==> src/rtl/dma_pkg.sv <==
package dma_pkg;
    localparam int NCH = 4;
    localparam int AW  = 16;
    localparam int BW  = 8;
    localparam int MW  = 2;
    localparam int CW  = $clog2(NCH);

    typedef enum logic [MW-1:0] {
        M_SINGLE  = 2'd0,
        M_BLOCK   = 2'd1,
        M_DEMAND  = 2'd2,
        M_CASCADE = 2'd3
    } xfer_mode_e;

    typedef enum logic [2:0] {
        S_IDLE, S_WAIT, S_ADDR, S_IO, S_RD, S_DADDR, S_WR, S_CASC
    } seq_state_e;

    typedef struct packed {
        logic [AW-1:0] addr;
        logic [AW-1:0] cnt;
    } chan_cur_t;

    function automatic logic [NCH-1:0] chan_bit(input logic [CW-1:0] idx);
        logic [NCH-1:0] r;
        r = '0;
        r[idx] = 1'b1;
        return r;
    endfunction
endpackage

==> src/rtl/dma_chan.sv <==
module dma_chan
    import dma_pkg::*;
(
    input  logic          clk,
    input  logic          rst,
    input  logic          load,
    input  logic [AW-1:0] start_addr,
    input  logic [AW-1:0] start_cnt,
    input  logic          step_addr,
    input  logic          step_cnt,
    output logic [AW-1:0] cur_addr,
    output logic          tc,
    output logic          done
);
    chan_cur_t cur;

    always_ff @(posedge clk) begin
        if (rst) begin
            cur  <= '0;
            done <= 1'b0;
        end else if (load) begin
            cur  <= '{addr: start_addr, cnt: start_cnt};
            done <= 1'b0;
        end else begin
            if (step_addr) cur.addr <= cur.addr + AW'(1);
            if (step_cnt) begin
                cur.cnt <= cur.cnt - AW'(1);
                if (cur.cnt == '0) done <= 1'b1;
            end
        end
    end

    assign cur_addr = cur.addr;
    assign tc       = (cur.cnt == '0);
endmodule

==> src/rtl/dma_arb.sv <==
module dma_arb
    import dma_pkg::*;
(
    input  logic [NCH-1:0] pend,
    output logic           any,
    output logic [CW-1:0]  gnt
);
    always_comb begin
        any = |pend;
        gnt = '0;
        for (int i = NCH - 1; i >= 0; i--) begin
            if (pend[i]) gnt = CW'(i);
        end
    end
endmodule

==> src/rtl/dma_seq.sv <==
module dma_seq
    import dma_pkg::*;
(
    input  logic              clk,
    input  logic              rst,
    input  logic [NCH-1:0]    req,
    input  logic [NCH-1:0]    mask,
    input  logic [NCH*MW-1:0] ch_mode,
    input  logic [NCH*AW-1:0] base_addr,
    input  logic [NCH*AW-1:0] base_cnt,
    input  logic              load,
    input  logic              m2m_en,
    input  logic              src_hold,
    input  logic              eop_in,
    output logic              hold_req,
    input  logic              hold_ack,
    output logic [NCH-1:0]    dack,
    output logic [BW-1:0]     addr_lo,
    output logic [BW-1:0]     data_out,
    output logic              data_oe,
    input  logic [BW-1:0]     data_in,
    output logic              adstb,
    output logic              bus_rd,
    output logic              bus_wr,
    output logic              eop_out
);
    seq_state_e     state, nxt;
    logic [CW-1:0]  sel, gnt;
    logic           any, m2m_cyc, gnt_m2m;
    logic [BW-1:0]  hold_byte;
    logic           eop_q;
    logic [NCH-1:0] pend, tc, done, step_a, step_c;
    logic [AW-1:0]  ca [NCH];
    logic [AW-1:0]  bus_a;
    xfer_mode_e     sel_mode, gnt_mode;
    logic           io_end, mm_end, driving;

    // per-channel working registers
    for (genvar g = 0; g < NCH; g++) begin : g_ch
        dma_chan u_ch (
            .clk       (clk),
            .rst       (rst),
            .load      (load),
            .start_addr(base_addr[g*AW +: AW]),
            .start_cnt (base_cnt[g*AW +: AW]),
            .step_addr (step_a[g]),
            .step_cnt  (step_c[g]),
            .cur_addr  (ca[g]),
            .tc        (tc[g]),
            .done      (done[g])
        );
        assign step_a[g] = (state == S_IO && sel == CW'(g)) ||
                           (state == S_WR && (g == 1 || (g == 0 && !src_hold)));
        assign step_c[g] = (state == S_IO && sel == CW'(g)) ||
                           (state == S_WR && g == 1);
    end

    // requests eligible for service
    always_comb begin
        pend = req & ~mask & ~done;
        if (m2m_en) begin
            pend[1] = 1'b0;
            pend[0] = req[0] & ~mask[0] & ~done[1];
        end
    end

    dma_arb u_arb (.pend(pend), .any(any), .gnt(gnt));

    assign gnt_m2m  = m2m_en && (gnt == '0);
    assign gnt_mode = xfer_mode_e'(ch_mode[gnt*MW +: MW]);
    assign sel_mode = xfer_mode_e'(ch_mode[sel*MW +: MW]);
    assign io_end   = tc[sel] || eop_in || (sel_mode == M_SINGLE) ||
                      (sel_mode == M_DEMAND && !req[sel]);
    assign mm_end   = tc[1] || eop_in;

    always_comb begin
        nxt = state;
        case (state)
            S_IDLE:  if (any && !hold_ack)
                         nxt = (!gnt_m2m && gnt_mode == M_CASCADE) ? S_CASC : S_WAIT;
            S_WAIT:  if (hold_ack) nxt = S_ADDR;
            S_ADDR:  nxt = m2m_cyc ? S_RD : S_IO;
            S_IO:    nxt = io_end ? S_IDLE : S_ADDR;
            S_RD:    nxt = S_DADDR;
            S_DADDR: nxt = S_WR;
            S_WR:    nxt = mm_end ? S_IDLE : S_ADDR;
            S_CASC:  if (!req[sel]) nxt = S_IDLE;
            default: nxt = S_IDLE;
        endcase
    end

    always_ff @(posedge clk) begin
        if (rst) begin
            state     <= S_IDLE;
            sel       <= '0;
            m2m_cyc   <= 1'b0;
            hold_byte <= '0;
            eop_q     <= 1'b0;
        end else begin
            state <= nxt;
            if (state == S_IDLE) begin
                sel     <= gnt;
                m2m_cyc <= gnt_m2m;
            end
            if (state == S_RD) hold_byte <= data_in;
            eop_q <= (state == S_IO && tc[sel]) || (state == S_WR && tc[1]);
        end
    end

    // bus drive
    always_comb begin
        driving  = (state == S_ADDR) || (state == S_IO) || (state == S_RD) ||
                   (state == S_DADDR) || (state == S_WR);
        hold_req = (state == S_WAIT) || driving || (state == S_CASC && req[sel]);
        dack     = '0;
        if (!m2m_cyc && (state == S_ADDR || state == S_IO)) dack = chan_bit(sel);
        if (state == S_CASC && hold_ack && req[sel])         dack = chan_bit(sel);
        if (state == S_DADDR || state == S_WR) bus_a = ca[1];
        else if (m2m_cyc)                      bus_a = ca[0];
        else                                   bus_a = ca[sel];
        adstb    = (state == S_ADDR) || (state == S_DADDR);
        addr_lo  = driving ? bus_a[BW-1:0] : '0;
        data_out = adstb ? bus_a[AW-1 -: BW] : ((state == S_WR) ? hold_byte : '0);
        data_oe  = adstb || (state == S_WR);
        bus_rd   = (state == S_RD);
        bus_wr   = (state == S_WR);
    end

    assign eop_out = eop_q;
endmodule

==> config.mk <==
export PLATFORM = sky130hd
export DESIGN_NAME = dma_seq
export DESIGN_NICKNAME = d
export VERILOG_FILES = /design/src/rtl/dma_pkg.sv /design/src/rtl/dma_chan.sv /design/src/rtl/dma_arb.sv /design/src/rtl/dma_seq.sv
export SDC_FILE = /design/constraint.sdc
export NUM_CORES = 1
export LEC_CHECK = 0
export ABC_AREA = 1
export BUFFER_PORTS_ARGS = -buffer_cell sky130_fd_sc_hd__buf_2
export CORE_ASPECT_RATIO = 1.75
export CORE_MARGIN = 4
export CORE_UTILIZATION = 52
export DETAILED_ROUTE_END_ITERATION = 10
export PLACE_DENSITY = 0.88
export SYNTH_ARGS = -nofsm -noshare
export SYNTH_HDL_FRONTEND = slang
export SYNTH_HIERARCHICAL = 1
export SYNTH_SLANG_ARGS = --single-unit
==> constraint.sdc <==
create_clock -name clk -period 2 [get_ports clk]
set_input_delay 0 -clock clk [delete_from_list [all_inputs] [get_ports clk]]
set_output_delay 0 -clock clk [all_outputs]
set_load 0.02 [all_outputs]
# Word-level counts from Yosys, hierarchy flattened
# Cells that the tools add are included.
# W data, S select, Z words.
dict set report totals {
  output_inout_bits 26
  inputBits 159
  word_cells 152
  reg_bits 147
}
dict set report classes {
  add_sub_neg 8
  shift 2
  reduce_logical 57
  order_cmp 3
  bitwise 9
  mux 41
  n_eq_ne 15
}
# op count
set op_table {}
lappend op_table {{$mux W16} 12}
lappend op_table {{$mux W32} 4}
lappend op_table {{$add A16 B1 Y16 const B} 4}
lappend op_table {{$logic_not A16 Y1} 4}
lappend op_table {{$sub A16 B1 Y16 const B} 4}
lappend op_table {{$bmux W16 S2} 1}
lappend op_table {{$mux W8} 3}
lappend op_table {{$pmux W3 S8} 1}
lappend op_table {{$logic_and A1 B1 Y1} 16}
lappend op_table {{$logic_or A1 B1 Y1} 16}
lappend op_table {{$shiftx A8 B4 Y2} 2}
lappend op_table {{$mux W3} 5}
lappend op_table {{$mux W2} 7}
lappend op_table {{$eq A3 B3 Y1 const B} 4}
lappend op_table {{$reduce_bool A2 Y1} 5}
lappend op_table {{$and A4 B4 Y4} 2}
lappend op_table {{$eq A2 B2 Y1 const B} 4}
lappend op_table {{$mux W4} 2}
lappend op_table {{$not A4 Y4} 2}
lappend op_table {{$reduce_and A2 Y1} 4}
lappend op_table {{$eq A3 B2 Y1 const B} 2}
lappend op_table {{$logic_not A2 Y1} 3}
lappend op_table {{$ne A2 B2 Y1 const B} 3}
lappend op_table {{$logic_not A1 Y1} 5}
lappend op_table {{15 further kinds} 20}

# Longest topological paths before layout
dict set report depth {
  word_depth 14
  mapped_depth 15
}

# Cells and area by module
# Netlist, hierarchy kept.
# module seq_area_each_um2 cells_per_inst instances area_per_inst_um2
set by_module_without_submodules {}
lappend by_module_without_submodules {{dma_chan at g_ch[1].u_ch ...} 660.6 352 3 2209.6}
lappend by_module_without_submodules {{dma_chan at g_ch[0].u_ch} 660.6 353 1 2202.1}
lappend by_module_without_submodules {dma_seq 300.3 337 1 1791.7}
lappend by_module_without_submodules {dma_arb 0.0 9 1 46.3}

# Worst setup path before layout
# OpenSTA, ideal clock, no wires.
dict set report synth_timing {
  path_type {flip-flop to flip-flop}
  from {reg sel[0]}
  to {reg g_ch[1].u_ch/cur[11] (netlist name)}
  required_ns 1.866
  n_path_buf 2
  t_arrival_ns 2.042
  setup_slack_ns -0.176
  path_stages_with_launch 10
  setup_time_ns 0.134
  cell_sequence {dfxtp_1 > buf_4 > inv_2 > nor2_2 > inv_2 > o21ai_0 > nor2_1 > buf_2 > a22oi_1 > a21oi_1}
}
dict set report synth_via {
  elab_chain_cells 4
}
# item line
set synth_lines {}
lappend synth_lines {{start, declared} dma_seq.sv:28} ;# logic [CW-1:0] sel, gnt;
lappend synth_lines {{start signal, assigned} dma_seq.sv:102} ;# sel <= gnt;
lappend synth_lines {{$eq A2 B1 Y1} n/a}
lappend synth_lines {{$logic_and A1 B1 Y1} n/a}
lappend synth_lines {{$logic_or A1 B1 Y1} n/a}
lappend synth_lines {{net step_a[1]} dma_seq.sv:32} ;# logic [NCH-1:0] pend, tc, done, step_a, step_c;
lappend synth_lines {{$reduce_bool A2 Y1 (no source line)} n/a}
lappend synth_lines {{end signal, assigned} dma_chan.sv:22} ;# cur <= '{addr: start_addr, cnt: start_cnt};
lappend synth_lines {{end, declared} dma_chan.sv:15} ;# chan_cur_t cur;
# The timed path passes the listed nets, and every way through them passes these cells.
# A chain may end at the register's enable or synchronous reset.

# Worst setup path after layout
dict set report layout_timing {
  from {reg sel[1]}
  to {out addr_lo[0]}
}
dict set report layout_via {
  elab_chain_cells 7
}
# item line
set layout_lines {}
lappend layout_lines {{$not A2 Y3 (implied by the code)} dma_seq.sv:120} ;# else bus_a = ca[sel];
lappend layout_lines {{$bmux W16 S2} dma_seq.sv:120}
lappend layout_lines {{$mux W16 (implied by the code) (2 in series)} dma_seq.sv:120}
lappend layout_lines {{$mux W16} dma_seq.sv:119} ;# else if (m2m_cyc) bus_a = ca[0];
lappend layout_lines {{$mux W16} dma_seq.sv:118} ;# if (state == S_DADDR || state == S_WR) bus_a = ca[1];
lappend layout_lines {{$mux W8} dma_seq.sv:122} ;# addr_lo = driving ? bus_a[BW-1:0] : '0;
lappend layout_lines {{end, declared} dma_seq.sv:18} ;# output logic [BW-1:0] addr_lo,
# No other way between the ends. The select of a mux whose other input is x is not followed.

==> flow_metrics.py <==
metrics = {
    "run_status": {
        "status": "finished, violations left",
        "failed_checks": "negative hold slack",
    },
    "cells_and_area": {
        "final_util": 0.687,
        "layout_common_cells": "nand2_1 (493), nor2_1 (194), buf_2 (173), inv_1 (167), dfxtp_1 (143)",
        "syn_to_final_growth_pct": 30.6,
        "finalNonFillerCells": 2305,
        "finalNetCount": 2210,
        "drive_gt1_frac": 0.199,
        "mostFrequentLayoutCell": "nand2_1",
    },
    "worst_setup_path": {
        "startpoint_type": "flop",
        "worstPathMaxFanout": 6,
        "rrSetupSlack_ns": 0.12,
        "critical_path_class": "flop to primary output",
        "r2r_cells": 14,
        "worstPathCellList": "buf_4 > nand2_8 > buf_4 > o22ai_1 > nand2_1 > a21oi_1 > nor3b_1 > buf_4",
        "crit_start": "sel[1]",
        "crit_top_cell": "buf_4",
        "crit_family": "buffers and inverters",
        "arrival_ns": 1.98,
        "worst_path_max_delay_cell": "dfxtp_4",
        "max_stage_delay_ns": 0.39,
        "regToRegEndpoint": "state[1]",
        "end_kind": "primary output",
        "crit_buf_inv": 3,
        "cp_data_required_time_ns": 2.00,
        "regToRegStartpoint": "g_ch[0].u_ch/cur[10]",
    },
    "timing": {
        "worst_pin_slew_ns": 0.508,
        "slew_violations": 0,
        "slew_headroom": 0.661,
        "period_share": 0.991,
        "finalSetupViolCount": 0,
        "fmax_ghz": 0.505,
        "grt_setup_unrepaired": "true",
        "fin_crit_ns": 1.98,
        "fin_ws_ns": 0.0183,
        "whs_ns": -0.00455,
        "hold_violations": 1,
        "skew_ns": 0.00975,
    },
    "pwr": {
        "p_leak_nw": 6.26,
        "peakVddDrop_mv": 0.800,
        "power_density_nw_per_um2": 875,
    },
    "clock_network": {
        "cts_root_buf": "clkbuf_16",
        "cts_tree": "done",
        "clk_latency_ns": 0.45,
        "cts_max_level": 4,
        "clk_pin_slew_ns": 0.06,
        "ctsLongestPathBuffers": 2,
        "numCtsBuffers": 17,
        "clkSinkCount": 147,
    },
    "logic_synthesis": {
        "syn_nets": 1922,
        "ys.flop_type": "dfxtp_1",
        "avgSynthCellArea_um2": 6.08,
        "synth_enable_flop_cells": 0,
        "ys_top_cells_by_area": "dfxtp_1 (28%), nand2_1 (18%), nor2_1 (7.2%), inv_1 (6.1%), a21oi_1 (6.1%)",
        "yosysWarnings": 6,
        "synth-seq-cells": 147,
        "synth_area_um2": 10700,
        "netlist.area_leader.share": 0.276,
        "async_flop_share": 0,
        "ys_types": 44,
        "yosysTopAreaCell": "dfxtp_1",
        "syn_inst": 1755,
        "yosysSeqAreaShare": 0.276,
    },
    "die": {
        "fp.dieH_um": 197,
        "die_area_um2": 23000,
        "num_io_pins": 185,
        "rows": 69,
        "die_w_um": 116,
        "initial_core_util": 0.526,
        "core_um2": 20300,
    },
    "detailed_routing": {
        "antenna_left": 0,
        "routed_wl_um": 36900,
        "drc_errors": 0,
        "wl_per_cell_um": 16.0,
        "via_per_inst": 5.58,
        "drt_pass1_iterations": 7,
        "first_iter_violations": 995,
        "dr_total_vias": 12900,
    },
    "grt": {
        "overflow": 0,
        "first_global_vias": 12800,
        "antenna_found_initial": 0,
        "grt_max_degree": 38,
        "grt_usage": 0.314,
        "grt_pass1_wl_um": 58200,
    },
    "placed_design": {
        "io_buffers": 184,
        "routabilityCongestion": 0.941,
        "place_ws_ns": -0.0885,
        "place_inst": 2122,
        "dpl.hpwl_um": 26500,
    },
    "min_path": {
        "hold_path_end": "m2m_cyc",
        "hold_depth": 5,
        "min_path_type": "primary input to flop",
        "min_from": "m2m_en",
    },
    "job": {
        "max_cap_violations": 0,
    },
}
[logic make-up (layout without fill, tap and decap cells)]
group | Yosys count | after routing | synth area share
DFF | 147 | 147 | 0.276
xor gates and xnor gates | 24 | 24 | 0.0197
buffers and inverters | 308 | 608 | 0.138
other | 0 | 1 | 0
adders and majority gates | 8 | 8 | 0.00938
and+or+nand+nor | 911 | 912 | 0.360
AOI/OAI and AO/OA | 357 | 357 | 0.197
[how the worst max path moves through the flow]
stage / end / slack [ns] / cells past startpoint
2_1_floorplan: g_ch[1].u_ch/cur_addr[15] / 0.08 / 9
3_3_place_gp: state[1] / -0.04 / 15
3_5_place_dp: state[1] / -0.09 / 15
4_1_cts: addr_lo[7] / 0.009 / 7
5_1_grt: state[1] / -0.06 / 14
6_report: addr_lo[0] / 0.02 / 8
[routing by layer]
metal  GRT usage  up-vias  wire length [um]  share of wire
met5           0        -                 0              0
met4       0.210        0              2550          0.069
met3      0.0533      176              2250          0.061
met2       0.566      588             18900           0.51
met1       0.323     5853             13100           0.36
li1            -     6254                 -              -
[synthesized netlist by cell type, types with 5 or more instances]
| library cell | count |
|---|---|
| clkinv_1 | 6 |
| o21ai_0 | 97 |
| nor3b_1 | 9 |
| nand4_1 | 18 |
| dfxtp_1 | 147 |
| clkbuf_1 | 18 |
| buf_4 | 70 |
| xor2_1 | 20 |
| o211ai_1 | 5 |
| ha_1 | 8 |
| nor2_1 | 204 |
| a22oi_1 | 68 |
| o22ai_1 | 8 |
| buf_2 | 22 |
| a31oi_1 | 21 |
| a21oi_2 | 7 |
| inv_2 | 12 |
| inv_1 | 174 |
| nand3_1 | 106 |
| a21oi_1 | 130 |
| nand2_1 | 499 |
| nor3_1 | 15 |
| o21bai_1 | 9 |
| nand2_2 | 18 |
| nor2_2 | 31 |
[worst min-delay path, delay by kind of cell]
family	cells	cell delay, ns
buf+inv	1	0.13
compound gates	1	0.06
simple gates	3	0.20
[power by group]
part           internal [mW]  switching [mW]  total [mW]
clock                   2.23            1.35        3.58
combinational           1.92            3.11        5.03
sequential              3.24           0.354        3.59
total                   7.39            4.81        12.2
[sequential cells by signal (all words and copies together), names as in the netlist]
name	cells
g_ch.u_ch/done	4
eop_out	1
state	3
hold_byte	8
sel	2
m2m_cyc	1
g_ch.u_ch/cur	64
g_ch.u_ch/cur_addr	64
[what timing repair did]
item	in CTS	in global routing
buffers inserted	1	10
pin swaps	0	12
cloned	1	2
hold buffers	136	0
endpoints found under the hold margin	136	0
gates resized for setup	23	60
setup endpoints to repair	22	59
[through the flow]
stage | TNS, ns | hold slack, ns | total power, mW | instance area [um2]
floorplan | 0 | 0.0691 | 6.41 | 10700
global placement | -0.0412 | 0.228 | 7.73 | 11500
detailed placement | -0.0890 | 0.237 | 7.79 | 11500
CTS | 0 | 0.00673 | 11.7 | 13600
global route | -0.211 | 0.0414 | 12.8 | 13900
finish | 0 | -0.00455 | 12.2 | 13900
[final cells by class]
type                            instances  area [um2]
Antenna cell                            1        2.50
Clock buffer                           21         450
Clock inverter                         11         183
Fill cell                            1720        6350
Inverter                              197         763
Multi-Input combinational cell       1301        6490
Sequential cell                       147        2950
Tap cell                              248         310
Timing Repair Buffer                  378        2780
Timing Repair inverter                  1        7.51
Note: power is estimated with default switching activity, not from simulation.
